## config.mk

```make
export PLATFORM = sky130hd
export DESIGN_NAME = xcvr_mode_ctrl
export DESIGN_NICKNAME = d
export VERILOG_FILES = /design/src/rtl/xcvr_mode_pkg.sv /design/src/rtl/xcvr_mode_fsm.sv /design/src/rtl/xcvr_wake_latch.sv /design/src/rtl/xcvr_out_decode.sv /design/src/rtl/xcvr_mode_ctrl.sv
export SDC_FILE = /design/constraint.sdc
export NUM_CORES = 1
export LEC_CHECK = 0
export CORE_MARGIN = 3
export CORE_UTILIZATION = 30
export CTS_CLUSTER_DIAMETER = 120
export CTS_CLUSTER_SIZE = 28
export DETAILED_ROUTE_END_ITERATION = 8
export MAX_ROUTING_LAYER = met4
export SLEW_MARGIN = 20
export SYNTH_ARGS = -nofsm -noshare
export SYNTH_HDL_FRONTEND = slang
export SYNTH_SLANG_ARGS = --single-unit
```

## constraint.sdc

```tcl
create_clock -name clk -period 3.2 [get_ports clk]
set_input_delay 0.32 -clock clk [delete_from_list [all_inputs] [get_ports clk]]
set_output_delay 0.32 -clock clk [all_outputs]
set_load 0.01 [all_outputs]
```

## src/rtl/xcvr_mode_pkg.sv

```systemverilog
// Shared types for the transceiver mode controller.
// Assumes: two-bit encodings are used by every submodule and by the ports.
package xcvr_mode_pkg;

    // Operating states of the controller
    typedef enum logic [1:0] {
        ST_OFF  = 2'd0,
        ST_STBY = 2'd1,
        ST_ARM  = 2'd2,
        ST_NORM = 2'd3
    } xmode_e;

    // Source selection for the receive-data pin
    typedef enum logic [1:0] {
        RXS_HIGH = 2'b00,
        RXS_NORM = 2'b01,
        RXS_LP   = 2'b10
    } rxsel_e;

endpackage

```

## src/rtl/xcvr_mode_fsm.sv

```systemverilog
// Mode state machine: off / standby / arming / normal.
// The supply flags take priority over the host select pin. The arming interval
// lasts DELAY_CYC cycles before normal is entered.
// Assumes: DELAY_CYC >= 1 and the inputs are already synchronous to clk.
module xcvr_mode_fsm
    import xcvr_mode_pkg::*;
#(
    parameter int DELAY_CYC = 5875
) (
    input  logic   clk,
    input  logic   rst_n,
    input  logic   stb_sel,
    input  logic   uv_stb,
    input  logic   uv_off,
    output xmode_e state,
    output xmode_e state_nx
);
    localparam int CW = (DELAY_CYC > 1) ? $clog2(DELAY_CYC) : 1;
    localparam logic [CW-1:0] CNT_LAST = CW'(DELAY_CYC - 1);

    logic [CW-1:0] cnt;
    logic          arm_done;

    assign arm_done = (cnt == CNT_LAST);

    // Next-state decision; switch-off has the highest priority
    always_comb begin
        state_nx = state;
        if (uv_off) begin
            state_nx = ST_OFF;
        end else begin
            unique case (state)
                ST_OFF:  if (!uv_stb) state_nx = ST_STBY;
                ST_STBY: if (!stb_sel && !uv_stb) state_nx = ST_ARM;
                ST_ARM: begin
                    if (stb_sel || uv_stb) state_nx = ST_STBY;
                    else if (arm_done)     state_nx = ST_NORM;
                end
                ST_NORM: if (stb_sel || uv_stb) state_nx = ST_STBY;
                default: state_nx = ST_OFF;
            endcase
        end
    end

    // State register; reset lands in off
    always_ff @(posedge clk) begin
        if (!rst_n) state <= ST_OFF;
        else        state <= state_nx;
    end

    // Arming cycle counter; cleared outside arming
    always_ff @(posedge clk) begin
        if (!rst_n)                 cnt <= '0;
        else if (state_nx != ST_ARM) cnt <= '0;
        else if (state == ST_ARM)    cnt <= cnt + 1'b1;
        else                         cnt <= '0;
    end

    AST_OFF_ON_SWOFF: assert property (@(posedge clk) disable iff (!rst_n)
        uv_off |=> (state == ST_OFF));

    AST_NORM_FROM_ARM: assert property (@(posedge clk) disable iff (!rst_n)
        (state == ST_NORM) |-> ($past(state) == ST_ARM || $past(state) == ST_NORM));

    AST_UVSTB_BLOCKS_NORM: assert property (@(posedge clk) disable iff (!rst_n)
        uv_stb |=> (state != ST_NORM && state != ST_ARM));

    AST_OFF_EXIT_GOOD: assert property (@(posedge clk) disable iff (!rst_n)
        ((state == ST_OFF) && (uv_off || uv_stb)) |=> (state == ST_OFF));

endmodule

```

## src/rtl/xcvr_wake_latch.sv

```systemverilog
// Holds the wake-seen flag for the current standby period.
// Set by wake_det only while in standby; cleared when the next state is anything
// other than standby.
// Assumes: wake_det is a level or pulse synchronous to clk.
module xcvr_wake_latch
    import xcvr_mode_pkg::*;
(
    input  logic   clk,
    input  logic   rst_n,
    input  xmode_e state,
    input  xmode_e state_nx,
    input  logic   wake_det,
    output logic   wake_q
);
    logic stay_stby;

    assign stay_stby = (state_nx == ST_STBY);

    // Latch a wake event during standby; drop it on leaving standby
    always_ff @(posedge clk) begin
        if (!rst_n)          wake_q <= 1'b0;
        else if (!stay_stby) wake_q <= 1'b0;
        else if ((state == ST_STBY) && wake_det) wake_q <= 1'b1;
    end

    AST_WAKE_ONLY_STBY: assert property (@(posedge clk) disable iff (!rst_n)
        wake_q |-> (state == ST_STBY));

    AST_WAKE_NEEDS_STBY_EVENT: assert property (@(posedge clk) disable iff (!rst_n)
        $rose(wake_q) |-> ($past(state) == ST_STBY && $past(wake_det)));

endmodule

```

## src/rtl/xcvr_out_decode.sv

```systemverilog
// Turns the mode state into path enables and bus controls, and selects the
// source of the receive-data pin.
// Assumes: lp_rx and nr_rx are 0 for a dominant bus and 1 for a recessive bus.
module xcvr_out_decode
    import xcvr_mode_pkg::*;
(
    input  logic       clk,
    input  logic       rst_n,
    input  xmode_e     state,
    input  logic       wake_q,
    input  logic       lp_rx,
    input  logic       nr_rx,
    output logic       tx_en,
    output logic       nrx_en,
    output logic       bias_gnd,
    output logic       bus_release,
    output logic [1:0] rxd_sel,
    output logic       rxd
);
    rxsel_e sel;

    // Per-state enables and receive source
    always_comb begin
        tx_en       = 1'b0;
        nrx_en      = 1'b0;
        bias_gnd    = 1'b0;
        bus_release = 1'b0;
        sel         = RXS_HIGH;
        unique case (state)
            ST_OFF:  bus_release = 1'b1;
            ST_STBY: begin
                bias_gnd = 1'b1;
                sel      = wake_q ? RXS_LP : RXS_HIGH;
            end
            ST_ARM: begin
                nrx_en = 1'b1;
                sel    = RXS_NORM;
            end
            ST_NORM: begin
                tx_en  = 1'b1;
                nrx_en = 1'b1;
                sel    = RXS_NORM;
            end
            default: bus_release = 1'b1;
        endcase
    end

    // Receive-pin multiplexer
    always_comb begin
        unique case (sel)
            RXS_NORM: rxd = nr_rx;
            RXS_LP:   rxd = lp_rx;
            default:  rxd = 1'b1;
        endcase
    end

    assign rxd_sel = sel;

    AST_TX_NOT_BIASED: assert property (@(posedge clk) disable iff (!rst_n)
        !(tx_en && bias_gnd));

    AST_RELEASE_QUIET: assert property (@(posedge clk) disable iff (!rst_n)
        bus_release |-> (!tx_en && !nrx_en && !bias_gnd && rxd));

    AST_STBY_RXD_HIGH: assert property (@(posedge clk) disable iff (!rst_n)
        (bias_gnd && !wake_q) |-> rxd);

    AST_TX_NEEDS_RX: assert property (@(posedge clk) disable iff (!rst_n)
        tx_en |-> (nrx_en && rxd == nr_rx));

endmodule

```

## src/rtl/xcvr_mode_ctrl.sv

```systemverilog
// Top of the transceiver mode controller: wires the state machine, the wake
// latch and the output decoder together.
// Assumes: all inputs are synchronous to clk; DELAY_CYC is the standby-to-normal
// delay counted in clock cycles.
module xcvr_mode_ctrl
    import xcvr_mode_pkg::*;
#(
    parameter int DELAY_CYC = 5875
) (
    input  logic       clk,
    input  logic       rst_n,
    input  logic       stb_sel,
    input  logic       uv_stb,
    input  logic       uv_off,
    input  logic       wake_det,
    input  logic       lp_rx,
    input  logic       nr_rx,
    output logic       tx_en,
    output logic       nrx_en,
    output logic       bias_gnd,
    output logic       bus_release,
    output logic [1:0] rxd_sel,
    output logic       rxd
);
    xmode_e state;
    xmode_e state_nx;
    logic   wake_q;

    xcvr_mode_fsm #(.DELAY_CYC(DELAY_CYC)) u_fsm (
        .clk      (clk),
        .rst_n    (rst_n),
        .stb_sel  (stb_sel),
        .uv_stb   (uv_stb),
        .uv_off   (uv_off),
        .state    (state),
        .state_nx (state_nx)
    );

    xcvr_wake_latch u_wake (
        .clk      (clk),
        .rst_n    (rst_n),
        .state    (state),
        .state_nx (state_nx),
        .wake_det (wake_det),
        .wake_q   (wake_q)
    );

    xcvr_out_decode u_dec (
        .clk         (clk),
        .rst_n       (rst_n),
        .state       (state),
        .wake_q      (wake_q),
        .lp_rx       (lp_rx),
        .nr_rx       (nr_rx),
        .tx_en       (tx_en),
        .nrx_en      (nrx_en),
        .bias_gnd    (bias_gnd),
        .bus_release (bus_release),
        .rxd_sel     (rxd_sel),
        .rxd         (rxd)
    );

endmodule

```

[Word-level counts from Yosys, hierarchy flattened]
Cells that the tools add are included.
Operators by class
  bitwise gates (word level): 2
  muxes and demuxes: 14
  $add $sub $neg: 1
  reductions and logical operators: 9
  equality and inequality tests: 8
Operators with widths (number)
  $mux 2: 7
  $add 13x1->13 const B: 1
  $eq 13x13->1 const B: 1
  $pmux 2 s4: 1
  $eq 2x1->1 const B: 3
  $eq 2x2->1 const B: 3
  $mux 1: 4
  $pmux 2 s2: 1
  $reduce_or 3->1: 1
  $logic_and 1x1->1: 2
  $logic_not 1->1: 2
  $logic_not 2->1: 1
  $ne 2x2->1 const B: 1
  $not 1->1: 2
  $pmux 1 s2: 1
  $reduce_and 2->1: 1
  $reduce_or 2->1: 1
  $logic_or 1x1->1: 1
Word-level totals
  register bits: 16
  output and inout port bits: 7
  bits of input ports: 8
  logic and storage cells: 37

[Longest topological paths before layout]
Gate-level depths: netlist (run 1).
  depth in word-level cells: 7
  depth in mapped cells: 6
  depth with buffers taken out: 5

[Cells and area by module]
A second synthesis (run 1) with hierarchy kept.
Unflattened totals
  cells, all modules: 92
  area, all modules: 922.1 sq um
By module, submodules not included
  xcvr_mode_fsm: area each 783.3 sq um, times used 1, seq. area each 300.3 sq um, cells each 76
  xcvr_out_decode: area each 78.8 sq um, times used 1, seq. area each 0.0 sq um, cells each 11
  xcvr_wake_latch: area each 60.1 sq um, times used 1, seq. area each 20.0 sq um, cells each 5

[Least setup slack after synthesis (run 1)]
No wires, ideal clock.
  kind: reg2out
  start point: reg u_fsm.state[0]
  end point: out rxd
  data required time: 2.880 ns
  stages on the path, launching flop included: 5
  data arrival time: 1.345 ns
  buffers on the path: 0
  slack: 1.535 ns
  path through: dfxtp_1 -> nor2b_1 -> nand2_1 -> ha_1 -> a221o_1
Between the ends
  longest elaborated chain between the ends: 5
  elaborated cells on any way between the ends: 8
  those cells by class: 5 x eq/ne; 2 x mux; 1 x reduce/logical
Ends and longest elaborated chain
  from (decl): line xcvr_mode_fsm.sv:15  | output xmode_e state,
  from (signal assigned): line xcvr_mode_fsm.sv:48  | else state <= state_nx;
  $eq 2x2->1: line xcvr_out_decode.sv:29  | unique case (state)
  $reduce_or 2->1 (no source line)
  $pmux 2 s2 (*): line xcvr_out_decode.sv:29
  $eq 2x2->1 or $eq 2x1->1 (tied branches): line xcvr_out_decode.sv:50  | unique case (sel)
  $pmux 1 s2 (*): line xcvr_out_decode.sv:50
  to (decl): line xcvr_mode_ctrl.sv:23  | output logic rxd
Mark *: on every way between the ends. The rest lies on a longest branch, timed or not.

[Final worst setup path (run 1)]
  start point: reg u_fsm.state[1]
  end point: out rxd
Same word-level chain as after synthesis.

==> reports/results.tsv, run 1 <==
metric	value	unit
number of flops mapped to enable cells by yosys	0	
ANT cells	0	
async set-reset flop share out of synthesis	0	
PortBufs	14	
clock tree sinks	16	
post-synthesis mux area share	0.01168	
largest net degree at the start of global routing	15	
Total GRT Usage	0.1154	
f_max	424.0	MHz
I/O pin cnt	15	
area grow syn2layout	18.54	%
number of max-cap violations	0	
TritonRoute pass-1 iters	4	
htree depth	1	
fill count	260	
Clock Tree Root	clkbuf_4	
crit path max fanout	8	
crit end category	output port	
final slew viol count	0	
final count of hold timing violations	0	
grt total ovfl	0	
syn_nets	102	
total negative setup slack	0	ns
Pwr per Cell Area	320.7	nW/um2
PostCTS Resize Cnt	0	
slew at the pin closest to its max-slew limit	0.6954	ns
P_sw	69.40	uW
P_leak	0.3107	nW
Die Width	59.45	um
sequential share of power	0.616	
final hold slack	0.5186	ns
final instance area	1016	um2
Unique masters post-synth	30	
non-filler cells, final	132	
DIE AREA	3534	um2
flops & latches, synth	16	
share of layout cells above drive strength 1	0.09804	
Seq/Total Area, Yosys	0.3737	
wire length of the first global-routing pass	3.036	mm
fin worst setup slack	0.8412	ns
Synth top cells by count	dfxtp_1, inv_1, a211oi_1, nand2_1, nor3_1	
status	complete, no violations	
ys flop type	dfxtp_1	
syn_area_per_cell	9.523	um2
vias per cell	5.402	
row count	18	
Syn Inst Count	90	
Die Height	59.45	um
Rel. slew slack	0.5353	
switching part of the total	0.2130	
Peak VDD IR	0.0002849	V
largest family of logic cells by synthesized area	simple AND/OR/NAND/NOR gates	
Area after DPL	993.5	um2
endpoints failing setup	0	
synthesized cell area	857.1	um2
vias in the first global route	708	
simple-gate share of the synthesized area	0.2292	
Placer Congestion	0.7236	
Final min period	2.359	ns
via count	713	
worst hold stages	2	
wire length per cell	12.97	um
Core ar.	2590	um2
Initial DRC Count	34	
TritonCTS clock tree	done	
clock power share	0.317	
Util after Layout	0.3923	
combinational power share	0.067	
CTS hold repair buffers	0	
Routed Antenna Nets	0	
Synth area leader	dfxtp_1	
Detail Placement HPWL	1.235	mm
Post-Synth Adder-Cell Area	0.05839	
Power Total	325.9	uW
CP Class	reg2out	
Hold Crit Class	reg2reg	
Synth top area share	0.3737	
placed cells	129	
# nets final	116	
Num CTS Buffers	3	
R2R cell count	3	
Synth Area in Compound Gates	0.2175	
clock latency on the worst-skew pair	0.28	ns
Startpoint Class	flip-flop	
clock buffer depth	2	
Setup Buffers After CTS	0	
initial antenna violation count	0	
DRC	0	
worst endpoint data arrival time	2.04	ns
RSZ-0062 raised after global routing	false	
Final period util	0.7371	
starting density of the core	0.3309	
total wire length	1.712	mm
most frequent cell after synthesis	dfxtp_1	
clk slew on worst S/H paths	0.09	ns
synth warn	0	
pre-CTS setup slack	1.141	ns
largest cells by area after synthesis	dfxtp_1, ha_1, a211oi_1	
worst clock skew	0.002852	ns
internal power	256.5	uW
CP Data Required Time	2.88	ns
XOR/XNOR Fraction of Synth Area	0.03066	
==> routing by layer <==
layer  global-route usage  up-vias  routed length, um  part of all wire
met5                    -        -                  0                 0
met4              0.01942        0                  0                 0
met3              0.03704        0                125             0.073
met2               0.2059       18                803              0.47
met1               0.1255      333                783              0.46
li1                     -      362                  -                 -
==> state kept, by name, indices dropped and copies added, names as in the netlist <==
register / count
u_fsm.cnt: 13
u_fsm.state: 2
u_wake.wake_q: 1
==> power groups by stage <==
stage / Sequential, mW / Combinational, mW / Clock [mW]
2_1_floorplan: 0.205 / 0.00947 / 0
3_3_place_gp: 0.205 / 0.0217 / 0
3_5_place_dp: 0.205 / 0.0219 / 0
4_1_cts: 0.201 / 0.0221 / 0.108
5_1_grt: 0.201 / 0.0240 / 0.115
6_report: 0.201 / 0.0219 / 0.103
==> cell usage in the layout, fill, tap and decap left out <==
cell type and n:
a221o_1 1, o221a_1 1, clkbuf_4 3, nor3_1 5, o2111a_1 1, nor2b_1 2, nand3_1 4, xor2_1 1
xnor2_1 2, ha_1 4, o311ai_4 1, nand4_1 2, a211oi_2 2, clkdlybuf4s50_1 14, or4_1 4, nor2_1 4
a211oi_1 6, inv_1 7, nand4_2 1, a21o_1 1, or3_1 2, or3_2 2, mux2i_1 1, or4b_4 1
nand4b_1 1, o21ai_0 4, nand2_1 5, o31ai_1 4, dfxtp_1 16
==> kinds of logic after synthesis <==
logic type / Yosys count
mux: 1
flops: 16
buf+inv: 12
fa+ha+maj: 4
simple gates: 33
xor+xnor: 3
compound gates: 21
==> layout make-up <==
| type | count | area, um2 | area share |
|---|---|---|---|
| Clock buffer | 3 | 22.52 | 0.02217 |
| Inverter | 7 | 26.28 | 0.02586 |
| Timing Repair Buffer | 14 | 140.1 | 0.1379 |
| Sequential cell | 16 | 320.3 | 0.3153 |
| Multi-Input combinational cell | 62 | 469.2 | 0.4618 |
| Tap cell | 30 | 37.54 | 0.03695 |
==> critical path: stages, from the launching register on <==
cell and delay (ns):
dfxtp_1 0.41, nor2b_1 0.21, nand2_1 0.10, ha_1 0.30
a221o_1 0.26, clkdlybuf4s50_1 0.48
==> path summary, 6_finish.rpt <==
check | from | to | slack [ns]
worst max-delay path | u_fsm.state[1]$_SDFF_PN0_ | rxd | 0.84
worst min-delay path | u_fsm.cnt[11]$_SDFF_PP0_ | u_fsm.cnt[11]$_SDFF_PP0_ | 0.52
worst min register to register | u_fsm.cnt[11]$_SDFF_PP0_ | u_fsm.cnt[11]$_SDFF_PP0_ | 0.52
worst max register to register | u_fsm.cnt[8]$_SDFF_PP0_ | u_fsm.state[0]$_SDFF_PN0_ | 1.30
Power figures use the tool's default switching activity.
==> inputs of run 2 (changes only) <==
Clock period 3.2 ns to 2.1 ns, I/O delays scaled along.
==> reports/results.tsv, run 2 (synthesized netlist as in run 1, its figures left out) <==
metric	value	unit
status	complete, no violations	
clock latency on the worst-skew pair	0.28	ns
vias per cell	5.407	
Hold Crit Class	reg2reg	
# nets final	118	
number of max-cap violations	0	
area grow syn2layout	22.19	%
Routed Antenna Nets	0	
worst endpoint data arrival time	1.75	ns
final slew viol count	0	
slew at the pin closest to its max-slew limit	0.5354	ns
Final min period	1.962	ns
largest reg by FF count	u_fsm.cnt	
Startpoint Class	flip-flop	
Detail Placement HPWL	1.264	mm
largest net degree at the start of global routing	15	
total wire length	1.766	mm
TritonCTS clock tree	done	
clock buffer depth	2	
WP depth	5	
I/O pin cnt	15	
crit end category	output port	
TritonRoute pass-1 iters	2	
Peak VDD IR	0.0003235	V
clock tree sinks	16	
P_sw	115.1	uW
starting density of the core	0.3309	
Clock Tree Root	clkbuf_4	
clk slew on worst S/H paths	0.10	ns
commonest non-fill, non-tap cell in the layout	dfxtp_1	
sequential share of power	0.561	
DIE AREA	3534	um2
row count	18	
Buffers & Inverters on Critical Path	1	
Die Width	59.45	um
vias in the first global route	717	
Setup Buffers After CTS	0	
Die Height	59.45	um
ANT cells	0	
DRC	0	
crit-path cells	nor2b_2 > nand2_1 > ha_1 > a221o_1 > dlygate4sd2_1	
share of layout cells above drive strength 1	0.1429	
CP Data Required Time	1.89	ns
Num CTS Buffers	3	
final count of hold timing violations	0	
wire length of the first global-routing pass	3.049	mm
worst hold stages	2	
Placer Congestion	0.7459	
switching part of the total	0.2109	
R2R cell count	4	
clock power share	0.377	
Critical Path Slowest Stage Cell	dfxtp_2	
via count	730	
most frequent cells in the layout	dfxtp_1, clkdlybuf4s50_1, inv_1	
fin worst setup slack	0.1382	ns
crit path max fanout	4	
P_leak	0.3261	nW
htree depth	1	
cell family with most CP delay	flip-flops	
Final period util	0.9342	
Util after Layout	0.4043	
combinational power share	0.062	
PortBufs	14	
total negative setup slack	0	ns
largest stage delay on the critical path	0.36	ns
top flop regs	u_fsm.cnt: 13 flops, u_fsm.state: 2 flops, u_wake.wake_q: 1 flops	
Largest register FFs	13	
internal power	430.5	uW
wire length per cell	13.08	um
Power Total	545.6	uW
CP Class	reg2out	
endpoints failing setup	0	
RSZ-0062 raised after global routing	false	
worst clock skew	0.0003538	ns
initial antenna violation count	0	
Total GRT Usage	0.1143	
f_max	509.7	MHz
Core ar.	2590	um2
fill count	266	
Initial DRC Count	4	
Rel. slew slack	0.6422	
Pwr per Cell Area	521.0	nW/um2
grt total ovfl	0	
pre-CTS setup slack	0.1570	ns
[run 2: per-stage QoR]
| stage | hold slack (ns) | cell area [um2] | cells |
|---|---|---|---|
| after floorplan | 0.4032 | 857.1 | 90 |
| after global placement | 0.4915 | 1008 | 131 |
| after detailed placement | 0.5017 | 1008 | 131 |
| after CTS | 0.5142 | 1047 | 135 |
| after global routing | 0.5290 | 1047 | 135 |
| final | 0.5148 | 1047 | 135 |
[run 2: final timing paths]
kind / startpoint / to / slack [ns]
max: u_fsm.state[0]$_SDFF_PN0_ / rxd / 0.14
min: u_fsm.cnt[10]$_SDFF_PP0_ / u_fsm.cnt[10]$_SDFF_PP0_ / 0.51
max reg2reg: u_fsm.cnt[0]$_SDFF_PP0_ / u_fsm.cnt[10]$_SDFF_PP0_ / 0.41
min reg2reg: u_fsm.cnt[10]$_SDFF_PP0_ / u_fsm.cnt[10]$_SDFF_PP0_ / 0.51
[run 2: layout make-up]
class                      instances  area (um2)  area share
tap                               30       37.54     0.03584
inverter                           7       26.28     0.02509
clock buffer                       4       36.28     0.03465
timing repair buffer              16       153.9      0.1470
sequential                        16       321.6      0.3070
multi-input combinational         62       471.7      0.4504
[run 2: routing by layer]
| layer | vias to the layer above | GRT usage | part of all wire |
|---|---|---|---|
| met5 | - | - | 0 |
| met4 | 0 | 0.02913 | 0.0051 |
| met3 | 2 | 0.03268 | 0.062 |
| met2 | 17 | 0.1903 | 0.46 |
| met1 | 342 | 0.1342 | 0.47 |
| li1 | 369 | - | - |
[run 2: timing repair]
action,in CTS,in global routing
endpoints found under the setup margin,1,0
hold buffers,0,0
resized for setup,3,0
[run 2: worst register-to-register path: stages (launching register included)]
cell and delay (ns):
dfxtp_1 0.40, ha_1 0.23, nand3_1 0.24, or4_1 0.52, a211oi_1 0.22
[run 2: power groups by stage]
| stage | combinational, mW | sequential (mW) | clock, mW |
|---|---|---|---|
| global placement | 0.0339 | 0.313 | 0 |
| detailed placement | 0.0341 | 0.313 | 0 |
| CTS | 0.0344 | 0.306 | 0.212 |
| floorplan | 0.0144 | 0.313 | 0 |
| finish | 0.0340 | 0.306 | 0.206 |
| global route | 0.0374 | 0.306 | 0.225 |
==> inputs of run 3 (changes only) <==
Settings changed: CTS_CLUSTER_SIZE 28 to unset.
==> results of run 3 <==
No change in the layout: final DEF, timing and power equal those of run 2.
